### src/rtl/byte_packer.sv
module byte_packer #(
  parameter int BYTES = 4
) (
  input  logic               clk,
  input  logic               rst_n,
  input  logic               s_valid,
  output logic               s_ready,
  input  logic [8*BYTES-1:0] s_data,
  input  logic [BYTES-1:0]   s_keep,
  input  logic               s_last,
  output logic               m_valid,
  input  logic               m_ready,
  output logic [8*BYTES-1:0] m_data,
  input  logic               flush,
  output logic               keep_err
);
  localparam int W   = 8 * BYTES;
  localparam int CAP = 2 * BYTES;
  localparam int CW  = $clog2(CAP + 1);
  localparam logic [CW-1:0] FULLC = CW'(BYTES);

  logic [2*W-1:0] acc;
  logic [CW-1:0]  cnt;
  logic           drain;

  logic [CW-1:0]  nb, base, cnt_nx;
  logic [W-1:0]   s_mask;
  logic [2*W-1:0] acc_nx;

  wire full_ok = (s_keep == '1);
  wire tail_ok = (s_keep != '0) && ((s_keep & (s_keep + 1'b1)) == '0);
  wire good    = s_last ? tail_ok : full_ok;
  wire pop     = m_valid && m_ready;
  wire push    = s_valid && s_ready;
  wire short_q = cnt < FULLC;

  assign m_valid = !short_q || (drain && cnt != '0);
  assign s_ready = !drain && (cnt <= FULLC || pop);
  assign m_data  = acc[W-1:0];
  assign base    = (pop && !short_q) ? cnt - FULLC : cnt;

  always_comb begin
    nb = '0;
    for (int i = 0; i < BYTES; i++) nb = nb + CW'(s_keep[i]);
    if (!good || !s_last) nb = FULLC;
    for (int i = 0; i < BYTES; i++)
      s_mask[8*i +: 8] = (CW'(i) < nb) ? s_data[8*i +: 8] : 8'h00;
  end

  always_comb begin
    acc_nx = acc;
    cnt_nx = cnt;
    if (pop) begin
      acc_nx = short_q ? '0 : (acc >> W);
      cnt_nx = short_q ? '0 : base;
    end
    if (push) begin
      acc_nx = acc_nx | ({{W{1'b0}}, s_mask} << {base, 3'b000});
      cnt_nx = base + nb;
    end
  end

  always_ff @(posedge clk) begin
    if (!rst_n) begin
      acc      <= '0;
      cnt      <= '0;
      drain    <= 1'b0;
      keep_err <= 1'b0;
    end else begin
      acc      <= acc_nx;
      cnt      <= cnt_nx;
      drain    <= flush || (drain && cnt_nx != '0);
      keep_err <= push && !good;
    end
  end
endmodule

### config.mk
export PLATFORM = sky130hd
export DESIGN_NAME = byte_packer
export DESIGN_NICKNAME = d
export VERILOG_FILES = /design/src/rtl/byte_packer.sv
export SDC_FILE = /design/constraint.sdc
export NUM_CORES = 1
export LEC_CHECK = 0
export ABC_AREA = 1
export CAP_MARGIN = 20
export CORE_MARGIN = 3
export CORE_UTILIZATION = 34
export CTS_CLUSTER_DIAMETER = 100
export CTS_CLUSTER_SIZE = 25
export DETAILED_ROUTE_END_ITERATION = 7
export HOLD_SLACK_MARGIN = 0.06
export PLACE_DENSITY = 0.6
export SLEW_MARGIN = 15
export SYNTH_ARGS = -nofsm -noshare
export SYNTH_HDL_FRONTEND = slang
export SYNTH_SLANG_ARGS = --single-unit
### constraint.sdc
create_clock -name clk -period 2.7 [get_ports clk]
set_input_delay 0.405 -clock clk [delete_from_list [all_inputs] [get_ports clk]]
set_output_delay 0.405 -clock clk [all_outputs]
set_load 0.1 [all_outputs]
### Yosys cells after proc, flatten, opt, wreduce, memory -nomap -nowiden

Cells that the tools add are included.

* add/subtract/negate cells: 6
* $lt $le $gt $ge: 6
* equal/unequal tests: 1
* shift-type cells: 1
* muxes and demuxes: 13
* bitwise logic cells: 2
* reduce and logical (&&, ||, !) cells: 20

Operator list (number)
* 2-to-1 mux 64 bit: 2
* bitwise OR 64 bit: 1
* left shift 32 x 7 -> 64 bit: 1
* 2-to-1 mux 32 bit: 1
* 2-to-1 mux 8 bit: 4
* 2-to-1 mux 4 bit: 5
* nonzero test 4 bit: 3
* logical AND 1 bit: 8
* less-than comparator 1 x 4 -> 1 bit, first input constant: 2
* less-than comparator 2 x 4 -> 1 bit, first input constant: 2
* adder 3 x 1 -> 4 bit: 1
* adder 4 x 1 -> 4 bit, second input constant: 1
* adder 4 bit: 1
* bitwise AND 4 bit: 1
* == test 4 bit, second input constant: 1
* less-or-equal comparator 4 x 3 -> 1 bit, second input constant: 1
* zero test 1 bit: 4
* zero test 4 bit: 1
* logical OR 1 bit: 4
* less-than comparator 4 x 3 -> 1 bit, second input constant: 1
* subtractor 4 x 3 -> 4 bit, second input constant: 1
* adder 2 x 1 -> 3 bit: 1
* adder 1 x 1 -> 2 bit: 1
* 2-to-1 mux 1 bit: 1

* register bits: 70
* bits of input ports: 42
* output and inout port bits: 35
* logic and storage cells: 53

### Logic depth before layout (Yosys ltp)

Gate-level depths: netlist of the first run.

* depth after elaboration: 13
* mapped depth: 22
* depth with buffers taken out: 22

### Worst setup path before layout of the first run

Ideal clock, no wire load.

* path type: flip-flop to flip-flop
* from: register cnt[2]
* to: register acc[51]
* library setup time: 0.070 ns
* arrival time: 3.583 ns
* required time: 2.630 ns
* setup slack: -0.953 ns
* stages on the path, launching flop included: 12
* buffers on the path: 1
* clock period less this slack: 3.653 ns
* path through: dfxtp_1 > inv_1 > ha_1 > nand2_1 > nand2_1 > nand2_2 > nand2_2 > a21oi_1 > nand4_1 > buf_2 > o21a_1 > a21oi_1

* elaborated cells between the ends (all ways): 17
* classes of those cells: add/sub (1); order compare (2); shift (1); mux (3); bitwise (1); reduce/logical (9)

RTL lines
* start, declared: line 23 `logic [CW-1:0] cnt;`
* start signal, assigned: line 71 `cnt <= cnt_nx;`
* less-than comparator 4 x 3 -> 1 bit / nonzero test 4 bit (equally long branches): line 35, 37
* zero test 1 bit / logical AND 1 bit (equally long branches): line 37 `assign m_valid = !short_q || (drain && cnt != '0);`
* logical OR 1 bit (*): line 37
* via m_valid: line 11 `output logic m_valid,`
* logical AND 1 bit (*): line 33 `wire pop = m_valid && m_ready;`
* logical OR 1 bit (*): line 38 `assign s_ready = !drain && (cnt <= FULLC || pop);`
* logical AND 1 bit (*): line 38
* via s_ready: line 7 `output logic s_ready,`
* logical AND 1 bit (*): line 34 `wire push = s_valid && s_ready;`
* 2-to-1 mux 64 bit (*): line 57 `if (push) begin`
* end signal, assigned: line 70 `acc <= acc_nx;`
* end, declared: line 22 `logic [2*W-1:0] acc;`

Mark *: on every way through the listed nets, which the timed path passes. The rest lies on a longest branch.
A chain may end at the register's enable or synchronous reset.

### Final worst setup path of the first run

* from: input s_keep[0]
* to: register drain

* cells in the longest elaborated chain, start to end: 13
* elaborated cells between the ends (all ways): 18
* classes of those cells: add/sub (5); eq/ne (1); mux (3); bitwise (1); reduce/logical (8)

Ends and longest elaborated chain
* start, declared: line 9 `input logic [BYTES-1:0] s_keep,`
* adder 4 x 1 -> 4 bit: line 31 `wire tail_ok = (s_keep != '0) && ((s_keep & (s_keep + 1'b1)) == '0);`
* bitwise AND 4 bit: line 31
* zero test 4 bit: line 31
* logical AND 1 bit: line 31
* 2-to-1 mux 1 bit: line 32 `wire good = s_last ? tail_ok : full_ok;`
* zero test 1 bit: line 45 `if (!good || !s_last) nb = FULLC;`
* logical OR 1 bit: line 45
* 2-to-1 mux 4 bit (*): line 45
* adder 4 bit (*): line 59 `cnt_nx = base + nb;`
* 2-to-1 mux 4 bit (*): line 57
* nonzero test 4 bit (*): line 72 `drain <= flush || (drain && cnt_nx != '0);`
* logical AND 1 bit (*): line 72
* logical OR 1 bit (*): line 72
* end signal, assigned: line 72
* end, declared: line 24 `logic drain;`

Mark *: on every way between the ends. The rest lies on a longest branch, timed or not.

==> qor.csv, run 1 <==
metric,value,unit
pin count of the biggest net entering global routing,71,
Initial Util,35.2,%
Chip Width,121,µm
Syn. warnings,0,
Post-CTS Hold Buffers,0,
Synth Area in XOR/XNOR,0.195,%
status,completed,
DR vias,4719,
setup TNS,0,ns
Final min period,2.54,ns
number of clock sinks,70,
CTS tree,done,
HPWL after detailed placement,10500,µm
core footprint,0.0128,mm²
# setup viols final,0,
final hold slack,0.465,ns
DRT antenna net count,0,
Critical Path RT,2.98,ns
Seq cells post-synth,70,
sequential-to-total area share from yosys stat,31.2,%
GPL Wtd Cong,0.891,
simple-gate share of the synthesized area,34.0,%
grt total ovfl,0,
Max Cap Violations,0,
Via density,5.28,
Slew HR,55.5,%
clk root buf,clkbuf_16,
Ports,77,
share of the synthesized area in the top cell type,31.2,%
post-synthesis mux area share,0,%
Fmax achieved,394,MHz
Synth Area in Adders,3.95,%
Total GRT Usage,20.3,%
CP Max Fanout,3,
Die Height,121,µm
final hold violations,0,
Pleak,0.00242,µW
ratio of cells with drive above 1 in the final layout,16.1,%
first-pass GRT wire length,23000,µm
Synth Area in Compound Gates,17.8,%
Fill cells,1299,
Syn Inst Count,666,
initial DRC count,430,
Max Slew Vio Count,0,
antenna fix cells,0,
Min-Delay Path Class,flip-flop to flip-flop,
peak supply drop,0.430,mV
total die area,0.0146,mm²
Synth-to-Final Area Change,26.8,%
Nets,771,
wire per inst,16.8,µm
Post-Syn Area,0.00449,mm²
CP endpoint kind,flip-flop,
crit start category,primary input,
worst skew pair latency,0.35,ns
top post-synthesis cells by area,"dfxtp_1 31%, nand3_1 16%, nand2_1 13%",
initial antenna violation count,0,
drt total wl,15000,µm
syn nets,721,
TritonCTS Buffers,9,
Clock Tree Buf Depth,2,
Worst Tran Pin Value,0.667,ns
Final Cycle Share,94.1,%
worst setup path category,primary input to flip-flop,
Syn Area/Cell,6.75,µm²
drt first pass iters,7,
Port Buffers,76,
"commonest non-fill, non-tap cell in the layout",nand2_1,
Final Skew,0.00543,ns
Yosys top cell by area,dfxtp_1,
largest family of logic cells by synthesized area,simple AND/OR/NAND/NOR gates,
"commonest non-fill, non-tap cells in the layout","156 x nand2_1, 140 x nand3_1, 70 x dfxtp_1",
Util after Layout,44.6,%
library cells used by synthesis,32,
"Clk pin slew, worst setup/hold paths",0.06,ns
H-tree depth,3,
DRC viols,0,
row count,41,
vias in the first global route,4312,
crit path DAT,2.82,ns
PwrDens,1100,mW/mm²
## cells in the mapped netlist
master     number
nor2_8          1
fa_1            2
clkinv_1        1
buf_6           3
buf_2          14
buf_4          32
a21oi_1        69
clkbuf_1       25
xor2_1          1
o21ai_0        10
nor3_1          4
a21boi_0        3
dfxtp_1        70
nand2_2         2
nand4_2         1
nor2_1         22
nand4_1         6
ha_1           11
inv_1          32
o2111ai_1       1
a21boi_1        8
a22oi_1        30
nor2_4          1
a31oi_1         1
o21a_1         11
nand2_1       156
nand3_1       141
nand2_4         1
inv_2           2
nor3_4          1
buf_1           2
nor2_2          2
## metrics by stage
| stage | setup slack, ns | instances | total power [µW] | area [µm²] |
|---|---|---|---|---|
| 2_1_floorplan | 0.0196 | 666 | 4140 | 4520 |
| 3_3_place_gp | -0.509 | 874 | 4830 | 5280 |
| 3_5_place_dp | -0.596 | 874 | 4860 | 5280 |
| 4_1_cts | 0.0510 | 890 | 6190 | 5610 |
| 5_1_grt | -0.0285 | 893 | 6600 | 5700 |
| 6_report | 0.160 | 893 | 6260 | 5700 |
## critical path: stages
cell and delay [ns]:
dlygate4sd2_1 0.27, fa_1 0.52, ha_4 0.19, ha_4 0.15, inv_1 0.05, nand4_1 0.15, ha_4 0.33, nand2_1 0.06
inv_2 0.06, nand2_1 0.04, nand3_1 0.06, nand2_1 0.05, nand2_1 0.06, nand4_1 0.10, nand2_1 0.09, nor2_1 0.04
nand2_1 0.05, nand2_1 0.04, a21oi_1 0.11
## flip-flops by register name (all words and copies together) (netlist names)
| register | count |
|---|---|
| acc | 64 |
| cnt | 4 |
| drain | 1 |
| keep_err | 1 |
## cells by family (layout without fill, tap and decap cells)
| logic type | count (synthesis) | count (layout) |
|---|---|---|
| flops | 70 | 70 |
| compound gates | 133 | 133 |
| buf+inv | 111 | 165 |
| xor+xnor | 1 | 1 |
| fa+ha+maj | 13 | 13 |
| simple gates | 338 | 339 |
## report_power, final
group / leakage, µW / internal, µW / switching [µW]
sequential: 0.000569 / 1270 / 149
clock: 0.000159 / 839 / 472
combinational: 0.00169 / 1020 / 2510
## path summary, 6_finish.rpt
kind | end | slack (ns) | cells past startpoint | startpoint
worst max-delay path | drain$_SDFF_PN0_ | 0.16 | 19 | s_keep[0]
worst min-delay path | acc[0]$_SDFF_PN0_ | 0.47 | 2 | acc[0]$_SDFF_PN0_
worst min register to register | acc[0]$_SDFF_PN0_ | 0.47 | 2 | acc[0]$_SDFF_PN0_
worst max register to register | acc[21]$_SDFF_PN0_ | 0.17 | 12 | cnt[2]$_SDFF_PN0_
## repair_timing
item | in CTS | in global routing
gates cloned | 0 | 1
pin swaps | 1 | 13
resized for setup | 4 | 18
endpoints found under the setup margin | 35 | 48
buffers inserted | 0 | 2
## layer usage
layer | vias up | wire length, µm | GRT usage (%)
met5 | - | 0 | 0
met4 | 0 | 445 | 9.07
met3 | 34 | 845 | 3.26
met2 | 173 | 6520 | 29.9
met1 | 2167 | 7180 | 29.0
li1 | 2345 | - | -
## area by class of cell
| cell class | count | area [µm²] | area share [%] |
|---|---|---|---|
| multi-input cells | 486 | 2610 | 45.8 |
| flip-flops and latches | 70 | 1400 | 24.6 |
| repair buffers | 114 | 1000 | 17.6 |
| clock buffers | 10 | 239 | 4.20 |
| well taps | 172 | 215 | 3.78 |
| inverters | 35 | 134 | 2.35 |
| clock inverters | 6 | 93.8 | 1.65 |
Power figures use the tool's default switching activity.
==> inputs of run 2 (changes only) <==
--- a/config.mk
+++ b/config.mk
@@ -9,11 +9,14 @@
 export CAP_MARGIN = 20
 export CORE_MARGIN = 3
 export CORE_UTILIZATION = 34
+export CTS_BUF_LIST = sky130_fd_sc_hd__clkbuf_4
 export CTS_CLUSTER_DIAMETER = 100
 export CTS_CLUSTER_SIZE = 25
 export DETAILED_ROUTE_END_ITERATION = 7
 export HOLD_SLACK_MARGIN = 0.06
+export MAX_ROUTING_LAYER = met4
 export PLACE_DENSITY = 0.6
+export REMOVE_ABC_BUFFERS = 1
 export SLEW_MARGIN = 15
 export SYNTH_ARGS = -nofsm -noshare
 export SYNTH_HDL_FRONTEND = slang
==> run 2 against run 1 <==
Effect of this change:
- combinational power is 4% lower
- critical path depth is 1 lower
- power is 9.2% lower
- via count is 1.9% lower
- setup slack better by 0.023 ns
- die area stayed put
- cell count is 0.56% lower
- register-to-register slack better by 0.10 ns
- count of clock-buffer cells in the layout stayed put
- first-iteration DRC count is 4.0% lower
- sequential cell count stayed put
- hold slack better by 0.0097 ns
==> qor.csv, run 2 (synthesis results as in run 1) <==
metric,value,unit,change
number of placed cells counting well taps,870,,-0.46%
FF+latch area,0.00140,mm²,about the same
status,completed,,
CP Max Fanout,3,,unchanged
wire per inst,15.2,µm,-9.4%
number of clock sinks,70,,unchanged
Chip Width,121,µm,unchanged
CP dominant cell by count,nand2_1,,
drt first pass iters,5,,-2
Max Slew Vio Count,0,,unchanged
H-tree depth,3,,unchanged
worst setup path category,primary input to flip-flop,,
initial antenna violation count,0,,unchanged
Clock Tree Buf Depth,2,,unchanged
CP Cell Sequence,dlygate4sd2_1 -> fa_1 -> ha_4 -> ha_4 -> inv_1 -> nor2_4 -> ha_1 -> nand2_1 -> inv_1 -> a21oi_1 -> nand2_1 -> nand2_1 -> nand4_1 -> nand2_1 -> nor2_1 -> nand2_1 -> nand2_1 -> a21oi_1,,
Total GRT Usage,19.0,%,-1.3 points
Worst Tran Pin Value,0.476,ns,-0.191 ns
Fill cells,1321,,+1.7%
Final Cycle Share,93.2,%,-0.84 points
worst skew pair latency,0.44,ns,+0.09 ns
ratio of cells with drive above 1 in the final layout,14.5,%,-1.6 points
Layout Cells excl Fill,888,,-0.56%
crit start category,primary input,,
# setup viols final,0,,unchanged
Final Skew,0.0169,ns,+0.0114 ns
worst path buffer plus inverter count,3,,unchanged
core footprint,0.0128,mm²,unchanged
Reg with most FFs,acc,,
Initial Util,35.2,%,unchanged
PwrDens,1040,mW/mm²,-5.5%
peak supply drop,0.997,mV,+130%
GPL Wtd Cong,0.894,,+0.33%
drt total wl,13500,µm,-10%
multi-input logic area,0.00256,mm²,-1.9%
CTS tree,done,,
final hold slack,0.475,ns,+0.00965 ns
pin count of the biggest net entering global routing,52,,-27%
row count,41,,unchanged
RSZ-0062 raised after global routing,no,,
Via density,5.21,,-1.4%
Ports,77,,unchanged
DRC viols,0,,unchanged
crit path DAT,2.90,ns,+0.08 ns
TritonCTS Buffers,9,,unchanged
"commonest non-fill, non-tap cell in the layout",nand2_1,,
Fmax achieved,397,MHz,+0.91%
slowest CP cell,fa_1,,
grt total ovfl,0,,unchanged
Die Height,121,µm,unchanged
first-pass GRT wire length,21600,µm,-6.2%
DRT antenna net count,0,,unchanged
clk root buf,clkbuf_4,,
max reg flops,64,,unchanged
top flop regs,"acc: 64 flops, cnt: 4 flops",,
Port Buffers,76,,unchanged
CP top delay family,adder cells,,
Nets,766,,-0.65%
Critical Path RT,3.08,ns,+0.10 ns
initial DRC count,413,,-4.0%
CP endpoint kind,flip-flop,,
total power,5680,µW,-9.2%
CP max stage delay,0.53,ns,about the same
Synth-to-Final Area Change,21.8,%,
vias in the first global route,4293,,-0.44%
Max Cap Violations,0,,unchanged
Final min period,2.52,ns,-0.0228 ns
total die area,0.0146,mm²,unchanged
Min-Delay Path Class,flip-flop to flip-flop,,
Slew HR,68.2,%,+13 points
"commonest non-fill, non-tap cells in the layout","155 x nand2_1, 140 x nand3_1, 69 x dfxtp_1",,
DR vias,4627,,-1.9%
Pleak,0.00234,µW,-3.1%
antenna fix cells,0,,unchanged
HPWL after detailed placement,9040,µm,-14%
"Clk pin slew, worst setup/hold paths",0.13,ns,+0.07 ns
final hold violations,0,,unchanged
run 2: power by group:
| part | switching [µW] | internal (µW) |
|---|---|---|
| clock network | 415 | 478 |
| registers | 142 | 1270 |
| logic | 2390 | 981 |
run 2: worst reg2reg max path, cell delays in order, from the launching register on:
cell and delay, ns:
dfxtp_2 0.37, inv_1 0.09, ha_2 0.21, inv_1 0.05
nand2_2 0.10, inv_2 0.08, nor2_1 0.12, inv_1 0.05
nand2_1 0.07, inv_1 0.07, ha_1 0.33, nand2_1 0.09
nand2_1 0.05, a21oi_1 0.12, nand2_1 0.07, nand2_1 0.07
nand4_1 0.10, nand2_1 0.08, nor2_1 0.04, nand2_1 0.06
nand2_1 0.05, a21oi_1 0.11
run 2: routing by layer:
layer  part of all wire, %  track usage (%)  wire [µm]
met5                     0                -          0
met4                   1.5             5.17        201
met3                   6.6             3.64        894
met2                    47             31.2       6360
met1                    45             24.1       6040
run 2: final timing paths:
check             slack (ns)            endpoint  depth (start not counted)                from
setup / recovery        0.18    drain$_SDFF_PN0_                         18           s_keep[0]
hold / removal          0.47  acc[60]$_SDFF_PN0_                          2  acc[60]$_SDFF_PN0_
setup reg to reg        0.27    drain$_SDFF_PN0_                         21   cnt[2]$_SDFF_PN0_
hold reg to reg         0.47  acc[60]$_SDFF_PN0_                          2  acc[60]$_SDFF_PN0_
run 2: layout make-up:
| class | instances | area share, % |
|---|---|---|
| Clock buffer | 10 | 1.37 |
| Clock inverter | 6 | 2.01 |
| Inverter | 35 | 2.40 |
| Multi-Input combinational cell | 485 | 46.8 |
| Sequential cell | 70 | 25.6 |
| Tap cell | 172 | 3.93 |
| Timing Repair Buffer | 110 | 17.8 |
run 2: stage by stage:
stage / worst slack (ns) / cell area (µm²) / setup TNS (ns) / utilization, %
after floorplan: -2.76 / 4050 / -94.56 / -
final: 0.183 / 5470 / 0 / 42.8
after global routing: 0.0194 / 5470 / 0 / 42.8
after detailed placement: -0.612 / 5230 / -16.21 / 40.9
after global placement: -0.493 / 5230 / -11.92 / 40.9
after CTS: 0.136 / 5410 / 0 / 42.4
run 2: repair_timing:
item | CTS | global route
hold buffers | 0 | 0
endpoints found under the setup margin | 1 | 33
gates resized for setup | 4 | 10
setup buffers | 0 | 2
pin swaps | 1 | 2
==> inputs of run 3 (changes only) <==
==> constraint.sdc (replaced) <==
create_clock -name clk -period 2.7 [get_ports clk]
set_input_delay 0.405 -clock clk [delete_from_list [all_inputs] [get_ports clk]]
set_output_delay 0.405 -clock clk [all_outputs]
set_load 0.005 [all_outputs]
==> run 3 against run 2 <==
Effect of this change:
- core utilization about the same
- setup slack worse by 0.0016 ns
- via count up 1.1%
- count of clock-buffer cells in the layout unchanged
- power down 23%
- highest routed layer unchanged
- critical endpoint is now s_ready
==> qor.csv, run 3 (synthesis results as in run 1) <==
metric,value,unit,change
initial DRC count,376,,-9.0%
worst setup path category,flip-flop to output port,,
crit path DAT,2.11,ns,-0.79 ns
Post-CTS Hold Buffers,0,,unchanged
CP Max Fanout,4,,+1
Final min period,2.52,ns,+0.00161 ns
Clock Tree Buf Depth,2,,unchanged
setup ws final,0.181,ns,-0.00161 ns
Sw Share,41.8,%,-10 points
ratio of cells with drive above 1 in the final layout,9.36,%,-5.2 points
clock power share,15.7,%,about the same
Port Buffers,76,,unchanged
antenna fix cells,0,,unchanged
row count,41,,unchanged
Seq pwr share,32.5,%,+7.6 points
Worst Tran Pin Value,0.621,ns,+0.145 ns
clk root buf,clkbuf_4,,
DP Area,0.00530,mm²,+1.5%
Chip Width,121,µm,unchanged
final hold violations,0,,unchanged
Nets,766,,unchanged
DRT antenna net count,0,,unchanged
pre-CTS setup slack,-0.597,ns,+0.0156 ns
vias in the first global route,4367,,+1.7%
RSZ-0062 raised after global routing,yes,,
Reg with most FFs,acc,,
initial antenna violation count,0,,unchanged
Pleak,0.00224,µW,-4.2%
R2R Path End,acc[40]$_SDFF_PN0_,,
top flop regs,"acc: 64 flops, cnt: 4 flops",,
core footprint,0.0128,mm²,unchanged
DR vias,4679,,+1.1%
max reg flops,64,,unchanged
"Clk pin slew, worst setup/hold paths",0.12,ns,about the same
Fmax achieved,397,MHz,about the same
worst skew pair latency,0.42,ns,-0.02 ns
# setup viols final,0,,unchanged
Critical Path RT,2.30,ns,-0.78 ns
number of placed cells counting well taps,872,,+0.23%
drt first pass iters,5,,unchanged
CTS tree,done,,
Synth-to-Final Area Change,21.7,%,about the same
status,completed,,
Initial Util,35.2,%,unchanged
GPL Wtd Cong,0.837,,-6.3%
multi-input logic area,0.00254,mm²,-0.78%
Slew HR,58.5,%,-9.8 points
CP endpoint kind,output port,,
Fill cells,1307,,-1.1%
H-tree depth,3,,unchanged
number of clock sinks,70,,unchanged
"commonest non-fill, non-tap cells in the layout","155 x nand2_1, 141 x nand3_1, 73 x clkdlybuf4s50_1",,
fin area,0.00547,mm²,about the same
reg2reg start,cnt[3]$_SDFF_PN0_,,
Ports,77,,unchanged
end point of the critical path,s_ready,,
PwrDens,797,mW/mm²,-23%
Total GRT Usage,18.8,%,-0.24 points
setup TNS,0,ns,unchanged
first-pass GRT wire length,21500,µm,-0.32%
Die Height,121,µm,unchanged
CP Launch Point,cnt[3]$_SDFF_PN0_,,
internal power,2540,µW,-7.1%
Min-Delay Path Class,flip-flop to flip-flop,,
Final Cycle Share,93.3,%,about the same
Via density,5.27,,+1.1%
NetSw,1820,µW,-38%
drt total wl,13300,µm,-1.8%
Final Skew,0.0207,ns,+0.00384 ns
HPWL after detailed placement,8990,µm,-0.52%
"commonest non-fill, non-tap cell in the layout",nand2_1,,
Layout Cells excl Fill,888,,unchanged
wire per inst,14.9,µm,-1.8%
TritonCTS Buffers,9,,unchanged
combinational power share,51.8,%,-7.6 points
Max Cap Violations,0,,unchanged
pin count of the biggest net entering global routing,44,,-15%
R2R setup slack,0.21,ns,-0.06 ns
total die area,0.0146,mm²,unchanged
Max Slew Vio Count,0,,unchanged
grt total ovfl,0,,unchanged
DRC viols,0,,unchanged
worst r2r path cells,11,,-48%
FF+latch area,0.00140,mm²,unchanged
crit start category,flip-flop,,
peak supply drop,0.489,mV,-51%
==> run 3: cell types whose count changed in the layout (fill, tap and decap cells not counted), moves of 2 or more <==
cell             previous run  this run
clkdlybuf4s50_1            38        73
buf_12                      4         2
bufinv_16                   3         1
buf_4                      65        32
==> run 3: critical path, stage by stage, from the launching register on <==
cell and delay (ns):
dfxtp_1 0.41, inv_2 0.08, ha_1 0.18, nand2_1 0.06
nand2_1 0.05, nand2_2 0.10, nand2_2 0.10, a21oi_2 0.18
clkdlybuf4s50_1 0.53
==> run 3: routing by layer <==
metal | vias up | share of wire (%) | track usage [%] | routed length [µm]
li1 | 2338 | - | - | -
met1 | 2160 | 45 | 24.0 | 5940
met2 | 162 | 46 | 30.1 | 6160
met3 | 19 | 7.0 | 4.06 | 922
met4 | 0 | 1.8 | 5.24 | 235
met5 | - | 0 | - | 0
==> run 3: what timing repair did <==
| item | CTS | global route |
|---|---|---|
| setup endpoints to repair | 2 | 59 |
| resized for setup | 5 | 6 |
| pin swaps | 4 | 3 |
| gates cloned | 0 | 0 |
| setup buffers | 0 | 0 |
| endpoints found under the hold margin | 0 | 0 |
==> run 3: power by group through the flow <==
stage / Clock, µW / Sequential (µW) / Combinational [µW]
detailed placement: 0 / 1430 / 2250
global route: 750 / 1440 / 2550
CTS: 715 / 1410 / 2260
finish: 684 / 1410 / 2260
floorplan: 0 / 1420 / 1300
global placement: 0 / 1430 / 2220
==> run 3: stage by stage <==
stage,power [µW],utilization [%],hold WS [ns]
floorplan,2720,-,0.446
finish,4360,42.8,0.475
detailed placement,3680,41.5,0.460
global route,4740,42.8,0.500
global placement,3650,41.5,0.452
CTS,4390,42.7,0.478
==> run 3: final cells by class <==
cell class                      instances  area share, %
Clock inverter                          6           1.12
Multi-Input combinational cell        485           46.5
Tap cell                              172           3.94
Clock buffer                           10           1.37
Sequential cell                        70           25.7
Inverter                               35           2.40
Timing Repair Buffer                  110           19.0
==> run 3: worst min-delay path by stage <==
stage,from,to,slack [ns],depth (start not counted)
floorplan,acc[32]$_SDFF_PN0_,acc[32]$_SDFF_PN0_,0.45,2
global placement,acc[37]$_SDFF_PN0_,acc[37]$_SDFF_PN0_,0.45,2
detailed placement,acc[58]$_SDFF_PN0_,acc[58]$_SDFF_PN0_,0.46,2
CTS,acc[58]$_SDFF_PN0_,acc[58]$_SDFF_PN0_,0.48,2
global route,acc[33]$_SDFF_PN0_,acc[33]$_SDFF_PN0_,0.50,2
finish,acc[34]$_SDFF_PN0_,acc[34]$_SDFF_PN0_,0.47,2
